$ cat config.mk
export PLATFORM = sky130hd
export DESIGN_NAME = hdlc_rx_fifo
export DESIGN_NICKNAME = d
export VERILOG_FILES = /design/src/rtl/hdlc_rx_pkg.sv /design/src/rtl/hdlc_rx_deframer.sv /design/src/rtl/hdlc_rx_store.sv /design/src/rtl/hdlc_rx_fifo.sv
export SDC_FILE = /design/constraint.sdc
export NUM_CORES = 2
export LEC_CHECK = 0
export BUFFER_PORTS_ARGS = -buffer_cell sky130_fd_sc_hd__buf_2
export CAP_MARGIN = 20
export CORE_MARGIN = 2
export CORE_UTILIZATION = 40
export CTS_CLUSTER_SIZE = 40
export DETAILED_ROUTE_END_ITERATION = 6
export GPL_ROUTABILITY_DRIVEN = 0
export PLACE_DENSITY_LB_ADDON = 0.25
export SLEW_MARGIN = 20
export SYNTH_ARGS = -nofsm -noshare
export SYNTH_HDL_FRONTEND = slang
export SYNTH_HIERARCHICAL = 1
export SYNTH_SLANG_ARGS = --single-unit
$ cat constraint.sdc
create_clock -name clk -period 30.9 [get_ports clk]
set_input_delay 1.545 -clock clk [delete_from_list [all_inputs] [get_ports clk]]
set_output_delay 1.545 -clock clk [all_outputs]
set_load 0.005 [all_outputs]
$ cat src/rtl/hdlc_rx_pkg.sv
package hdlc_rx_pkg;
  localparam logic [15:0] CRC_INIT   = 16'hFFFF;
  localparam logic [15:0] CRC_GOOD   = 16'hF0B8;
  localparam logic [15:0] CRC_POLY_R = 16'h8408;
  localparam int STUFF_ONES      = 5;
  localparam int FLAG_ONES       = 6;
  localparam int MIN_FRAME_BYTES = 4;

  // CRC-16 (reflected) over one byte, LSB first
  function automatic logic [15:0] crc16_byte(input logic [15:0] c, input logic [7:0] d);
    logic [15:0] r;
    r = c;
    for (int i = 0; i < 8; i++)
      r = {1'b0, r[15:1]} ^ ({16{r[0] ^ d[i]}} & CRC_POLY_R);
    return r;
  endfunction

  function automatic logic [7:0] status_code(input logic crc_ok);
    return crc_ok ? 8'h00 : 8'h01;
  endfunction
endpackage

$ cat src/rtl/hdlc_rx_deframer.sv
module hdlc_rx_deframer import hdlc_rx_pkg::*; (
  input  logic       clk,
  input  logic       rst_n,
  input  logic       bit_en,
  input  logic       bit_in,
  output logic       byte_valid,
  output logic [7:0] byte_data,
  output logic       frame_end,
  output logic       frame_ok,
  output logic       frame_drop
);
  localparam int ALIGN_BITS = STUFF_ONES + 1;   // flag bits that leak in as data
  localparam int NB_W       = $clog2(MIN_FRAME_BYTES + 1);

  logic [2:0]      ones_q;
  logic            in_frame_q;
  logic [2:0]      bitcnt_q;
  logic [7:0]      sh_q;
  logic [NB_W-1:0] nbytes_q;
  logic [15:0]     crc_q;
  logic            is_flag, is_abort, is_data;

  always_comb begin
    is_flag    = bit_en && !bit_in && (ones_q == 3'(FLAG_ONES));
    is_abort   = bit_en &&  bit_in && (ones_q == 3'(FLAG_ONES));
    is_data    = bit_en && in_frame_q && (ones_q < 3'(STUFF_ONES));
    byte_data  = {bit_in, sh_q[7:1]};
    byte_valid = is_data && (bitcnt_q == 3'd7);
    frame_end  = is_flag && in_frame_q && (bitcnt_q == 3'(ALIGN_BITS)) &&
                 (nbytes_q == NB_W'(MIN_FRAME_BYTES));
    frame_drop = in_frame_q && (nbytes_q != '0) && ((is_flag && !frame_end) || is_abort);
    frame_ok   = (crc_q == CRC_GOOD);
  end

  always_ff @(posedge clk) begin
    if (!rst_n) begin
      ones_q     <= '0;
      in_frame_q <= 1'b0;
      bitcnt_q   <= '0;
      sh_q       <= '0;
      nbytes_q   <= '0;
      crc_q      <= CRC_INIT;
    end else if (bit_en) begin
      ones_q <= bit_in ? ((ones_q == 3'd7) ? 3'd7 : ones_q + 3'd1) : 3'd0;
      if (is_flag) begin
        in_frame_q <= 1'b1;
        bitcnt_q   <= '0;
        nbytes_q   <= '0;
        crc_q      <= CRC_INIT;
      end else if (is_abort) begin
        in_frame_q <= 1'b0;
      end else if (is_data) begin
        sh_q     <= byte_data;
        bitcnt_q <= bitcnt_q + 3'd1;
        if (byte_valid) begin
          crc_q <= crc16_byte(crc_q, byte_data);
          if (nbytes_q != NB_W'(MIN_FRAME_BYTES)) nbytes_q <= nbytes_q + NB_W'(1);
        end
      end
    end
  end

  AST_NO_BYTE_AFTER_ABORT: assert property (@(posedge clk) disable iff (!rst_n)
    is_abort |=> !byte_valid);
  AST_END_DROP_EXCL: assert property (@(posedge clk) disable iff (!rst_n)
    !(frame_end && (frame_drop || byte_valid)));
endmodule

$ cat src/rtl/hdlc_rx_store.sv
module hdlc_rx_store import hdlc_rx_pkg::*; #(
  parameter int DEPTH    = 256,
  parameter int FT_DEPTH = 32
) (
  input  logic                      clk,
  input  logic                      rst_n,
  input  logic                      byte_valid,
  input  logic [7:0]                byte_data,
  input  logic                      commit,
  input  logic                      crc_ok,
  input  logic                      drop,
  input  logic                      rd_en,
  input  logic                      rd_done,
  output logic [7:0]                rd_data,
  output logic                      rd_last,
  output logic                      avail,
  output logic [$clog2(FT_DEPTH):0] fcount,
  output logic                      ovf
);
  localparam int ADDR_W = $clog2(DEPTH);
  localparam int P_W    = ADDR_W + 1;
  localparam int FT_W   = $clog2(FT_DEPTH);
  localparam int FC_W   = FT_W + 1;

  logic [7:0]     mem [DEPTH];
  logic [P_W-1:0] tbl [FT_DEPTH];
  logic [P_W-1:0] wr_ptr, rd_ptr, fstart, used;
  logic [FC_W-1:0] f_wr, f_rd;
  logic           overrun, mem_full, tbl_full, commit_ok, commit_bad, rewind, mem_we;
  logic [7:0]     wdata;

  always_comb begin
    used       = wr_ptr - rd_ptr;
    fcount     = f_wr - f_rd;
    mem_full   = (used == P_W'(DEPTH));
    tbl_full   = (fcount == FC_W'(FT_DEPTH));
    avail      = (fcount != '0);
    commit_ok  = commit && !overrun && !mem_full && !tbl_full;
    commit_bad = commit && !commit_ok;
    rewind     = drop || commit_bad;
    mem_we     = commit_ok || (byte_valid && !mem_full && !rewind);
    wdata      = commit_ok ? status_code(crc_ok) : byte_data;
    rd_data    = mem[rd_ptr[ADDR_W-1:0]];
    rd_last    = avail && (rd_ptr == tbl[f_rd[FT_W-1:0]]);
  end

  always_ff @(posedge clk) begin
    if (mem_we) mem[wr_ptr[ADDR_W-1:0]] <= wdata;
    if (commit_ok) tbl[f_wr[FT_W-1:0]] <= wr_ptr;
  end

  always_ff @(posedge clk) begin
    if (!rst_n) begin
      wr_ptr  <= '0;
      fstart  <= '0;
      f_wr    <= '0;
      overrun <= 1'b0;
      ovf     <= 1'b0;
    end else if (rewind) begin
      wr_ptr  <= fstart;
      overrun <= 1'b0;
      if (commit_bad) ovf <= 1'b1;
    end else if (commit_ok) begin
      wr_ptr <= wr_ptr + P_W'(1);
      fstart <= wr_ptr + P_W'(1);
      f_wr   <= f_wr + FC_W'(1);
    end else if (byte_valid) begin
      if (mem_full) overrun <= 1'b1;
      else          wr_ptr  <= wr_ptr + P_W'(1);
    end
  end

  always_ff @(posedge clk) begin
    if (!rst_n) begin
      rd_ptr <= '0;
      f_rd   <= '0;
    end else if (rd_done && avail) begin
      rd_ptr <= tbl[f_rd[FT_W-1:0]] + P_W'(1);
      f_rd   <= f_rd + FC_W'(1);
    end else if (rd_en && avail) begin
      rd_ptr <= rd_ptr + P_W'(1);
    end
  end

  AST_MEM_BOUND: assert property (@(posedge clk) disable iff (!rst_n)
    used <= P_W'(DEPTH));
  AST_TBL_BOUND: assert property (@(posedge clk) disable iff (!rst_n)
    fcount <= FC_W'(FT_DEPTH));
  AST_REWIND_START: assert property (@(posedge clk) disable iff (!rst_n)
    rewind |=> (wr_ptr == $past(fstart)));
  AST_OVF_STICKY: assert property (@(posedge clk) disable iff (!rst_n)
    ovf |=> ovf);
  AST_COUNT_STEP: assert property (@(posedge clk) disable iff (!rst_n)
    (commit_ok && !(rd_done && avail)) |=> (fcount == $past(fcount) + FC_W'(1)));
endmodule

$ cat src/rtl/hdlc_rx_fifo.sv
module hdlc_rx_fifo #(
  parameter int DEPTH    = 256,
  parameter int FT_DEPTH = 32
) (
  input  logic                      clk,
  input  logic                      rst_n,
  input  logic                      bit_en,
  input  logic                      bit_in,
  input  logic                      rd_en,
  input  logic                      rd_frame_done,
  output logic [7:0]                rd_data,
  output logic                      rd_last,
  output logic                      frame_avail,
  output logic [$clog2(FT_DEPTH):0] frame_count,
  output logic                      overflow
);
  logic       ev_byte, ev_end, ev_ok, ev_drop;
  logic [7:0] ev_data;

  hdlc_rx_deframer u_deframer (
    .clk(clk), .rst_n(rst_n), .bit_en(bit_en), .bit_in(bit_in),
    .byte_valid(ev_byte), .byte_data(ev_data),
    .frame_end(ev_end), .frame_ok(ev_ok), .frame_drop(ev_drop)
  );

  hdlc_rx_store #(.DEPTH(DEPTH), .FT_DEPTH(FT_DEPTH)) u_store (
    .clk(clk), .rst_n(rst_n),
    .byte_valid(ev_byte), .byte_data(ev_data),
    .commit(ev_end), .crc_ok(ev_ok), .drop(ev_drop),
    .rd_en(rd_en), .rd_done(rd_frame_done),
    .rd_data(rd_data), .rd_last(rd_last), .avail(frame_avail),
    .fcount(frame_count), .ovf(overflow)
  );

  AST_AVAIL_MATCHES_COUNT: assert property (@(posedge clk) disable iff (!rst_n)
    frame_avail == (frame_count != '0));
endmodule

# ---- Word-level counts from Yosys, hierarchy flattened
# Memories as Yosys holds them, arrays and structs flattened. A register that Yosys moved wholly into a read port is not among the register bits.
# Index checks and enable logic that the tools add are counted.
dict set report word_totals {
  reg_bits 75
  ramBits 2336
  inputBits 6
  out_inout_bits 17
  word_cells 141
  mem_count 2
}
dict set report op_classes {
  add_sub_neg 10
  n_lt_le_gt_ge 1
  n_eq_ne 12
  muxes 32
  n_bitwise 21
  n_reduce_logical 50
}
# name depth width rd rd_clocked_by_memory_dff write_ports line_no
set mem_list {}
lappend mem_list {u_store.mem 256 8 1 1 1 hdlc_rx_store.sv:25} ;# logic [7:0] mem [DEPTH];
lappend mem_list {u_store.tbl 32 9 1 1 1 hdlc_rx_store.sv:26} ;# logic [P_W-1:0] tbl [FT_DEPTH];
# operator n
set op_table {}
lappend op_table {{15-bit by 16-bit bitwise XOR with 16-bit output} 8}
lappend op_table {{16-bit 2-to-1 mux} 4}
lappend op_table {{9-bit 2-to-1 mux} 6}
lappend op_table {{3-bit 2-to-1 mux} 10}
lappend op_table {{9-bit by 1-bit adder with 9-bit output, second input constant} 3}
lappend op_table {{8-bit 2-to-1 mux} 3}
lappend op_table {{1-bit logical AND} 22}
lappend op_table {{16-bit equality test, second input constant} 1}
lappend op_table {{3-bit equality test, second input constant} 5}
lappend op_table {{6-bit by 1-bit adder with 6-bit output, second input constant} 2}
lappend op_table {{5-bit 2-to-1 mux} 2}
lappend op_table {{2-bit nonzero test} 5}
lappend op_table {{3-bit by 1-bit adder with 3-bit output, second input constant} 3}
lappend op_table {{9-bit equality test} 1}
lappend op_table {{9-bit equality test, second input constant} 1}
lappend op_table {{9-bit subtractor} 1}
lappend op_table {{2-bit AND reduction} 4}
lappend op_table {{4-bit AND reduction} 2}
lappend op_table {{1-bit bitwise XOR} 8}
lappend op_table {{1-bit logical NOT} 7}
lappend op_table {{1-bit 2-to-1 mux} 7}
lappend op_table {{6-bit equality test, second input constant} 1}
lappend op_table {{3-bit inequality test, second input constant} 2}
lappend op_table {{3-bit AND reduction} 2}
lappend op_table {{other kinds (9)} 16}

# ---- Logic depth before layout (Yosys ltp)
dict set report logic_depth {
  ltp_word 20
  ltp_mapped 19
  mapped_depth_nobuf 18
}

# ---- Cells and area by module
# The synthesis kept the hierarchy.
# mod n_inst cells_each area_per_inst_um2 seq_area_each_um2
set modules_own_cells {}
lappend modules_own_cells {hdlc_rx_store 1 4192 93654.8 71228.3}
lappend modules_own_cells {hdlc_rx_deframer 1 172 1696.6 660.6}

# ---- Least setup slack after synthesis
# No wires, ideal clock.
dict set report synth_path {
  path_kind {input-to-reg}
  start {input port bit_en}
  end {memory u_store.mem[0][0], data pin}
  arrival_time_ns 10.587
  required_ns 29.267
  path_slack_ns 18.680
  path_stages 7
  path_buffers 2
  cell_sequence {buf_6 -> nand4b_1 -> nor4_1 -> o311ai_2 -> a21oi_1 -> clkbuf_1 -> mux2i_1}
}
dict set report synth_between {
  elab_chain_cells 9
}
# item line_no
set synth_rtl {}
lappend synth_rtl {{start, declared} hdlc_rx_fifo.sv:7} ;# input logic bit_en,
lappend synth_rtl {{1-bit logical AND (2 in a row)} hdlc_rx_deframer.sv:24} ;# is_flag = bit_en && !bit_in && (ones_q == 3'(FLAG_ONES));
lappend synth_rtl {{1-bit logical AND (3 in a row)} hdlc_rx_deframer.sv:29} ;# frame_end = is_flag && in_frame_q && (bitcnt_q == 3'(ALIGN_BITS)) &&
lappend synth_rtl {{net ev_end} hdlc_rx_fifo.sv:17} ;# logic ev_byte, ev_end, ev_ok, ev_drop;
lappend synth_rtl {{1-bit logical AND (3 in a row)} hdlc_rx_store.sv:38} ;# commit_ok = commit && !overrun && !mem_full && !tbl_full;
lappend synth_rtl {{8-bit 2-to-1 mux} hdlc_rx_store.sv:42} ;# wdata = commit_ok ? status_code(crc_ok) : byte_data;
lappend synth_rtl {{net u_store.wdata[0]} hdlc_rx_store.sv:30} ;# logic [7:0] wdata;
lappend synth_rtl {{end, declared} hdlc_rx_store.sv:25}
# The timed path passes the listed nets, and every way through them passes these cells.

==> summary.txt <==
DRC violations left = 0
Crit path largest cell delay = 0.82 ns
F_max = 0.103 GHz
PwrDens = 70.8 nW/µm²
Clock power share = 39.7%
Fin nets = 4533
Max cap viols = 0
Syn Area/Cell = 21.8 µm²
Die Ht = 492 µm
Final period util = 31.5%
Rel. slew slack = 18.0%
Layout cells sized above 1 = 26.9%
Ys flop type = edfxtp_1
Final Power = 7610 µW
Cells after Synth = 4364
HPWL after DPL = 132000 µm
Worst setup path end = rd_data[2]
Async S/R FF share, synth = 0%
Largest delay contributor family on the critical path = buffers and inverters
R2R Setup Slk = 24.06 ns
Die W = 492 µm
Vias per cell = 5.74
Clock Latency Late Sink = 0.93 ns
Clk slew on worst S/H paths = 0.06 ns
Num ports = 23
Iter 0 DRT Violations = 4906
Largest net degree at the start of global routing = 200
Crit start category = flip-flop
Area Overhead vs Synth = 12.7%
Die area = 242000 µm²
Comb pwr share = 12.7%
Slowest-stage cell, CP = buf_4
Setup CP Type = flip-flop to output port
FF+latch count, synth = 2423
Cell internal pwr = 5770 µW
Initial antenna violation count = 16
R2r startpoint = u_store/wr_ptr[4]
CP endpoint kind = output port
Reg power frac = 47.6%
CP arrival = 8.20 ns
Fillers = 19800
Setup TNS Final = 0 ns
Actual transition at the worst max-transition pin = 1.22 ns
Switching part of the total = 24.2%
Worst ir drop on vdd = 59.7 µV
Vias in the first global route = 45100
WL final = 225000 µm
Yosys cell types = 83
CTS tree = yes
Pleak = 0.0307 µW
Detailed-route via count = 45000
Commonest non-fill, non-tap cell in the layout = edfxtp_1
CP max FO = 101
CP most frequent cell = buf_4
Post-synthesis net count = 4401
RSZ-0062 raised after global routing = no
Most frequent cells in the layout = 2336 x edfxtp_1, 737 x mux4_2, 301 x nor2_1
R2R cell count = 11
Switch Pwr = 1840 µW
Tmin final = 9.74 ns
Max clock buf depth = 4
GRT Overall Usage = 18.4%
Seq. cell area = 71900 µm²
Worst Path Required = 29.36 ns
Worst Path Buf+Inv = 6
CP Depth = 11
Layout Skew = 0.0918 ns
Min-delay worst type = flip-flop to flip-flop
PostCTS Resize Cnt = 0
Post-synthesis sequential area ratio = 75.4%
Setup Buffers After CTS = 0
CTS Buf Count = 274
# hold bufs at CTS = 0
Hold Vio Cnt, Final = 0
First-pass GRT wire length = 327000 µm
Core area = 237000 µm²
Cell Rows = 179
Global route overflow = 0
Starting Density = 40.2%
Status = finished, final reports clean
Slew Viols, Final = 0
Final setup violating endpoints = 0
Worst path cell trace = buf_4 > buf_12 > buf_4 > buf_4 > buf_4 > mux4_2 > mux4_2 > mux4_2 > a22oi_1 > nand2_1 > buf_2
EDFF count, synth = 2336
Post-Syn Area = 95400 µm²
Synth warn = 6
Pre-antenna DRT Iters = 5
H-tree depth = 5
Critical R2R Capture = u_store/mem[31][7]
Multi-input gate area = 22300 µm²
IO Port Bufs = 22
Final ANT Viol Nets = 0
Clock Root Buffer = clkbuf_16
# clock sinks = 2423
WL/cell = 28.7 µm
through the flow:
stage / instances / hold WS [ns] / utilization, % / worst slack, ns / area (µm²)
finish: 7846 / 0.462 / 45.3 / 21.16 / 107000
global route: 7843 / 0.496 / 45.3 / 20.52 / 107000
CTS: 7839 / 0.469 / 45.2 / 20.86 / 107000
detailed placement: 7384 / 0.456 / 41.8 / 21.82 / 99200
global placement: 7384 / 0.452 / 41.8 / 21.84 / 99200
floorplan: 4364 / 0.454 / - / 18.68 / 95400
worst reg2reg max path, cell delays in order, from the launching register on:
cell     delay (ns)
dfxtp_2        1.00
ha_1           0.46
nor2b_1        0.17
or3_4          0.40
o31ai_4        0.19
mux2i_1        0.82
a21oi_4        0.43
buf_4          0.36
nor2b_4        0.12
buf_4          0.66
buf_4          0.84
buf_4          0.98
cells by family (layout without fill, tap and decap cells):
family / Yosys count / count (layout) / share of synthesized area, %
xor gates and xnor gates: 55 / 55 / 0.505
buffers and inverters: 293 / 604 / 1.35
AOI/OAI and AO/OA: 196 / 196 / 1.65
muxes: 773 / 773 / 17.8
and+or+nand+nor: 593 / 593 / 2.90
other: 0 / 4 / 0
DFF: 2423 / 2423 / 75.4
adders and majority gates: 31 / 31 / 0.415
cell usage after synthesis (4+ instances only):
| cell | count | area [µm²] |
|---|---|---|
| o21ai_0 | 31 | 155 |
| mux4_2 | 737 | 16600 |
| buf_4 | 5 | 37.5 |
| and3b_1 | 4 | 35.0 |
| nor3b_1 | 6 | 45.0 |
| inv_1 | 36 | 135 |
| a21oi_1 | 20 | 100 |
| nand3_1 | 31 | 155 |
| ha_1 | 30 | 375 |
| or3_1 | 10 | 62.6 |
| and3_1 | 40 | 250 |
| a21boi_1 | 6 | 45.0 |
| nor4_1 | 7 | 43.8 |
| nand2_1 | 88 | 330 |
| o22ai_1 | 10 | 62.6 |
| o211ai_1 | 5 | 37.5 |
| a31oi_1 | 4 | 25.0 |
| a311oi_1 | 9 | 78.8 |
| xor2_1 | 20 | 175 |
| nor2_1 | 307 | 1150 |
| a21o_1 | 6 | 45.0 |
| mux2i_1 | 35 | 350 |
| or2_2 | 5 | 31.3 |
| buf_2 | 69 | 345 |
| a2bb2oi_2 | 10 | 150 |
| buf_6 | 10 | 113 |
| nor3_1 | 16 | 80.1 |
| a22oi_1 | 25 | 188 |
| nand4b_1 | 10 | 87.6 |
| buf_1 | 25 | 93.8 |
| a2bb2oi_1 | 7 | 61.3 |
| xnor2_1 | 35 | 307 |
| a211oi_1 | 13 | 97.6 |
| a21boi_0 | 5 | 37.5 |
| nand2b_1 | 9 | 56.3 |
| edfxtp_1 | 2336 | 70100 |
| clkbuf_1 | 147 | 552 |
| nand4_1 | 16 | 100 |
| nor2b_1 | 23 | 144 |
| dfxtp_1 | 87 | 1740 |
per-layer routing:
metal | vias up | GRT usage (%) | routed length, µm
met4 | 0 | 4.99 | 5400
li1 | 18600 | - | -
met5 | - | 0 | 0
met1 | 24500 | 26.5 | 95700
met3 | 355 | 3.10 | 15400
met2 | 1587 | 29.3 | 109000
worst min path at each step:
stage | depth (start not counted) | startpoint | slack, ns | endpoint
CTS | 1 | u_store/ovf | 0.47 | u_store/ovf
floorplan | 2 | u_deframer/bitcnt_q[2] | 0.45 | u_deframer/bitcnt_q[2]
global route | 2 | u_deframer/bitcnt_q[2] | 0.50 | u_deframer/bitcnt_q[2]
global placement | 1 | u_store/ovf | 0.45 | u_store/ovf
detailed placement | 1 | u_store/ovf | 0.46 | u_store/ovf
finish | 1 | u_store/ovf | 0.46 | u_store/ovf
power by group through the flow:
| stage | clock, µW | sequential, µW | combinational [µW] |
|---|---|---|---|
| detailed placement | 0 | 3690 | 994 |
| floorplan | 0 | 3640 | 782 |
| global route | 3210 | 3620 | 1040 |
| finish | 3020 | 3620 | 969 |
| CTS | 3090 | 3620 | 995 |
| global placement | 0 | 3690 | 996 |
area by class of cell:
class	instances	share of cell area, %
multi-input combinational	1648	20.8
timing repair buffer	113	0.833
clock buffer	337	6.71
inverter	36	0.126
antenna	4	0.00932
clock inverter	118	0.932
tap	3167	3.69
sequential	2423	66.9
flip-flops by register name, indices dropped and copies added (netlist names), 3 cells and up, named ones only:
register	count
u_store/rd_ptr	9
u_store/fstart	9
u_deframer/sh_q	7
u_deframer/bitcnt_q	3
u_deframer/nbytes_q	3
u_store/tbl	288
u_store/f_wr	6
u_deframer/ones_q	3
u_store/wr_ptr	9
u_deframer/crc_q	16
u_store/f_rd	6
u_store/mem	2048
Note: power is estimated with default switching activity, not from simulation.
